$ cat src/rtl/atomic_rmw_unit.sv
module atomic_rmw_unit #(
  parameter int ADDR_W = 16
) (
  input  logic              clk,
  input  logic              rst_n,
  input  logic              start,
  input  logic [ADDR_W-1:0] base_addr,
  input  logic [15:0]       offset,
  input  logic [1:0]        size,
  input  logic [7:0]        op,
  input  logic [63:0]       src_val,
  input  logic [63:0]       r0_val,
  output logic [ADDR_W-1:0] mem_addr,
  output logic              mem_rd,
  input  logic [63:0]       mem_rdata,
  output logic              mem_wr,
  output logic [63:0]       mem_wdata,
  output logic              lock,
  output logic              done,
  output logic              error,
  output logic              src_we,
  output logic [63:0]       src_wdata,
  output logic              r0_we,
  output logic [63:0]       r0_wdata
);

  typedef enum logic [2:0] {S_IDLE, S_READ, S_MOD, S_WRITE, S_DONE} st_t;
  st_t state;

  logic [ADDR_W-1:0] addr_q;
  logic [7:0]  op_q;
  logic [63:0] src_q, r0_q, old_q;
  logic        wide_q, err_q;

  logic size_ok, op_ok, legal;
  assign size_ok = (size == 2'd0) || (size == 2'd3);
  always_comb begin
    case (op)
      8'h00, 8'h01, 8'h40, 8'h41, 8'h50, 8'h51,
      8'ha0, 8'ha1, 8'he1, 8'hf1: op_ok = 1'b1;
      default:                    op_ok = 1'b0;
    endcase
  end
  assign legal = size_ok && op_ok;

  always_ff @(posedge clk) begin
    if (!rst_n) begin
      state  <= S_IDLE;
      err_q  <= 1'b0;
      addr_q <= '0;
      op_q   <= '0;
      src_q  <= '0;
      r0_q   <= '0;
      old_q  <= '0;
      wide_q <= 1'b0;
    end else begin
      err_q <= 1'b0;
      case (state)
        S_IDLE: if (start) begin
          if (legal) begin
            state  <= S_READ;
            addr_q <= base_addr + ADDR_W'(signed'(offset));
            op_q   <= op;
            src_q  <= src_val;
            r0_q   <= r0_val;
            wide_q <= (size == 2'd3);
          end else begin
            err_q <= 1'b1;
          end
        end
        S_READ:  state <= S_MOD;
        S_MOD: begin
          old_q <= mem_rdata;
          state <= S_WRITE;
        end
        S_WRITE: state <= S_DONE;
        default: state <= S_IDLE;
      endcase
    end
  end

  logic [63:0] a_op, s_op, res, fetched;
  logic        is_cmpx, cmp_hit, do_write;
  assign a_op    = wide_q ? old_q : {32'b0, old_q[31:0]};
  assign s_op    = wide_q ? src_q : {32'b0, src_q[31:0]};
  assign fetched = a_op;
  assign is_cmpx = (op_q[7:4] == 4'hf);
  assign cmp_hit = wide_q ? (old_q == r0_q) : (old_q[31:0] == r0_q[31:0]);
  assign do_write = !is_cmpx || cmp_hit;

  always_comb begin
    case (op_q[7:4])
      4'h0:    res = a_op + s_op;
      4'h4:    res = a_op | s_op;
      4'h5:    res = a_op & s_op;
      4'ha:    res = a_op ^ s_op;
      default: res = s_op;
    endcase
  end

  assign mem_addr  = addr_q;
  assign mem_rd    = (state == S_READ);
  assign mem_wr    = (state == S_WRITE) && do_write;
  assign mem_wdata = wide_q ? res : {old_q[63:32], res[31:0]};
  assign lock      = (state == S_READ) || (state == S_MOD) || (state == S_WRITE);
  assign done      = (state == S_DONE);
  assign error     = err_q;
  assign src_we    = done && op_q[0] && !is_cmpx;
  assign src_wdata = fetched;
  assign r0_we     = done && is_cmpx;
  assign r0_wdata  = fetched;


  rd_before_wr_chk: assert property (@(posedge clk) disable iff (!rst_n)
    mem_wr |-> $past(mem_rd, 2));


  lock_ends_in_done_chk: assert property (@(posedge clk) disable iff (!rst_n)
    $fell(lock) |-> done);


  err_quiet_chk: assert property (@(posedge clk) disable iff (!rst_n)
    error |-> (!lock && !mem_rd && !mem_wr && !src_we && !r0_we));


  wb_at_done_chk: assert property (@(posedge clk) disable iff (!rst_n)
    (src_we || r0_we) |-> (done && $past(lock)));


  single_wb_chk: assert property (@(posedge clk) disable iff (!rst_n)
    $onehot0({src_we, r0_we}));


  addr_stable_chk: assert property (@(posedge clk) disable iff (!rst_n)
    (lock && $past(lock)) |-> $stable(mem_addr));

endmodule

$ cat config.mk
export PLATFORM = sky130hd
export DESIGN_NAME = atomic_rmw_unit
export DESIGN_NICKNAME = d
export VERILOG_FILES = /design/src/rtl/atomic_rmw_unit.sv
export SDC_FILE = /design/constraint.sdc
export NUM_CORES = 1
export LEC_CHECK = 0
export BUFFER_PORTS_ARGS = -buffer_cell sky130_fd_sc_hd__buf_4
export CORE_UTILIZATION = 50
export CTS_CLUSTER_DIAMETER = 40
export DETAILED_ROUTE_END_ITERATION = 6
export HOLD_SLACK_MARGIN = 0.03
export PLACE_DENSITY = 0.76
export SLEW_MARGIN = 20
export SYNTH_ARGS = -nofsm -noshare
export SYNTH_HDL_FRONTEND = slang
export SYNTH_SLANG_ARGS = --single-unit
$ cat constraint.sdc
create_clock -name clk -period 4.28 [get_ports clk]
set_clock_uncertainty 0.15 [all_clocks]
set_input_delay 0.214 -clock clk [delete_from_list [all_inputs] [get_ports clk]]
set_output_delay 0.214 -clock clk [all_outputs]
set_load 0.05 [all_outputs]
==> out/qor.yml <==
run_status:
  outcome: "completed"
global_routing:
  grt_pass1_wl_mm: 116.0
  track_usage_pct: 41.41
  grt_pass1_vias: 20160
  overflow: 0
  grt_max_degree: 90
  antenna_found_initial: 6
sta:
  layout_min_cycle_time_ns: 4.227
  tightest_slew_ns: 0.8082
  finalHoldViolations: 0
  finalSetupViolCount: 0
  max_freq_mhz: 236.6
  slew_headroom_pct: 46.12
  hold_ws_ns: 0.05331
  post-route-period-util_pct: 98.76
  slew_viol_final: 0
  rsz0062_at_grt: "yes"
clock_tree:
  cts_tree: "yes"
  cts-root-buf: "clkbuf_16"
  clk_path_buf_depth: 3
  clk-insertion-delay-late_ns: 0.55
  numCtsBuffers: 38
  htreeDepth: 2
  cts_sinks: 218
  clkTransAtPathRegs_ns: 0.05
synth:
  synth_area_leaders: "dfxtp_1 (24%), nand2_1 (12%), ha_1 (10%), a21boi_0 (8.7%), buf_4 (4.0%)"
  synth_xor_xnor_area_share_pct: 5.750
  ys_types: 80
  syn_avg_cell_area_um2: 7.192
  yosysTopAreaCell: "dfxtp_1"
  ys_seq_area_share_pct: 24.49
  syn-num-nets: 2861
  yosys.area_share.simple_pct: 20.02
  yosysTopAreaCellShare_pct: 24.49
  synthMuxAreaShare_pct: 0.2879
  synth_compound_area_share_pct: 28.09
  synth-async-reset-ratio_pct: 0
  synthAdderAreaFrac_pct: 10.33
  synthFlopType: "dfxtp_1"
  ys_ff_latch: 218
  synth_top_family_by_area: "compound AO/OA/AOI/OAI gates"
  synthesis.area_um2: 17820
  synth_edf_count: 0
  syn_inst: 2478
  yosys_warnings: 0
power:
  peakVddDrop_uv: 336.2
  leakage_nw: 11.00
  switching_share_pct: 26.24
  power.internal_mw: 4.416
  clock_power_share_pct: 53.1
  p_seq_share_pct: 34.4
  p_per_area_nw_per_um2: 237.1
  total_power_mw: 5.988
  share_comb_of_total_power_pct: 12.5
  switching_power_mw: 1.571
detailed_routing:
  remaining_drc_errors: 0
  drtAntennaViolNets: 0
  m1WireLength_mm: 31.51
  dr_wl_met2_mm: 34.10
  viasPerCell: 5.975
  drt-total-wl_mm: 78.64
  first_pass_iters: 5
  routedWlPerCell_um: 22.46
  drt_iter0_drc: 2418
  vias: 20920
  route.met3.wl_mm: 9.210
  top_layer: "met5"
place:
  port_buffers: 451
  dp_hpwl_mm: 55.59
  finalWeightedCongestion: 1.028
flow_run:
  maxCapViolCount: 0
die:
  die_y_um: 190.8
  initial_core_util_pct: 51.21
  die_x_um: 190.8
  io_pins: 452
  core-area_um2: 34800
  num_rows: 68
  dieArea_um2: 36400
critical_path:
  cp_max_fo: 6
  cp.required_ns: 3.92
  critPathLaunchType: "flop"
  endpoint_kind: "output pin"
  cp.arrival_ns: 3.86
  criticalPathCategory: "flop to output pin"
finish:
  layout_common_cells: "nand2_1 (577), buf_4 (536), dfxtp_1 (214)"
  syn_to_final_growth_pct: 41.68
  drive_gt1_share_pct: 23.88
  final_common_cell: "nand2_1"
  multi_input_comb_area_um2: 12060
  n_fill_cell: 2616
  nNetsFinal: 3398
  regArea_um2: 4374
hold_path:
  hold_class: "input pin to flop"
power groups by stage:
stage | clock (mW) | combinational, mW | sequential [mW]
2_1_floorplan | 0 | 0.268 | 2.10
3_3_place_gp | 0 | 0.551 | 2.10
3_5_place_dp | 0 | 0.556 | 2.10
4_1_cts | 3.17 | 0.716 | 2.06
5_1_grt | 3.30 | 0.783 | 2.06
6_report | 3.18 | 0.750 | 2.06
cell families after synthesis:
family                     after synthesis
adders and majority gates              146
DFF                                    218
AOI/OAI and AO/OA                      728
muxes                                    5
xor gates and xnor gates               117
buffers and inverters                  423
and+or+nand+nor                        841
cell usage after synthesis, drive strengths merged (5+ instances only):
| master | instances |
|---|---|
| nor2 | 98 |
| dfxtp | 218 |
| o22ai | 5 |
| clkbuf | 146 |
| xor2 | 53 |
| a21boi | 207 |
| o2111ai | 8 |
| nand4 | 26 |
| a22oi | 37 |
| nor2b | 7 |
| a2111oi | 6 |
| ha | 144 |
| and4 | 7 |
| buf | 112 |
| o221ai | 14 |
| o21bai | 16 |
| o21a | 11 |
| o21ai | 123 |
| nand3 | 24 |
| a31oi | 25 |
| nor3 | 20 |
| o211ai | 14 |
| o31ai | 6 |
| or3 | 14 |
| and2 | 15 |
| a211oi | 23 |
| nor4 | 15 |
| a21oi | 138 |
| a221oi | 24 |
| nand2 | 581 |
| nand2b | 5 |
| and3 | 12 |
| inv | 165 |
| a221o | 8 |
| a21o | 32 |
| xnor2 | 64 |
cell type report:
type                            instances  share of cell area, %
Multi-Input combinational cell       1837                  47.76
Tap cell                              455                  2.255
Inverter                              165                  2.453
Sequential cell                       218                  17.32
Clock buffer                           45                  3.989
Antenna cell                            2                0.01982
Timing Repair Buffer                  755                  24.94
Clock inverter                         24                  1.264
through the flow:
stage               setup WS (ns)  setup TNS (ns)  cells  utilization [%]  cell area [um^2]
floorplan                -0.09414        -0.09414   2478                -             17890
global placement           0.4316               0   3215            61.08             21260
detailed placement         0.3367               0   3215            61.08             21260
CTS                     0.0003189               0   3493            71.07             24730
global route             -0.07760         -0.2393   3501            72.56             25250
finish                    0.05296               0   3501            72.56             25250
worst paths after layout:
| check | from | to | slack (ns) | depth (start not counted) |
|---|---|---|---|---|
| setup / recovery | src_q[4]$_SDFFE_PN0P_ | mem_wdata[49] | 0.05 | 13 |
| hold / removal | size[1] | wide_q$_SDFFE_PN0P_ | 0.05 | 4 |
| setup reg to reg | state[2]$_SDFFE_PN0P_ | r0_q[19]$_SDFFE_PN0P_ | 1.59 | 5 |
| hold reg to reg | src_q[50]$_SDFFE_PN0P_ | src_q[50]$_SDFFE_PN0P_ | 0.32 | 2 |
repair_timing:
item,in CTS,in global routing
pin swaps,7,22
buffers inserted,6,5
hold endpoints to repair,202,0
cloned,0,1
endpoints found under the setup margin,25,32
gates resized for setup,16,95
hold buffers,203,0
metal layers:
metal  global-route usage (%)  vias up
met5                        0        -
met1                    54.54     9850
met4                    19.48        4
li1                         -     9474
met2                    62.78     1327
met3                    10.54      265
registers in the layout, summed over array words and instances, names as in the netlist:
register,count
wide_q,1
error,1
op_q,5
state,3
src_q,64
mem_addr,16
r0_q,64
old_q,64
worst max-delay path, stage by stage, from the launching register on:
cell and delay [ns]:
dfxtp_1 0.35, inv_1 0.06, ha_1 0.36, a21o_1 0.22, a31o_2 0.26, o21a_1 0.24
o211ai_1 0.22, o211ai_1 0.31, a211o_1 0.35, nand2_1 0.17, nand4_1 0.14, o41a_1 0.16
a21oi_2 0.22, buf_4 0.23
Power figures use the tool's default switching activity.
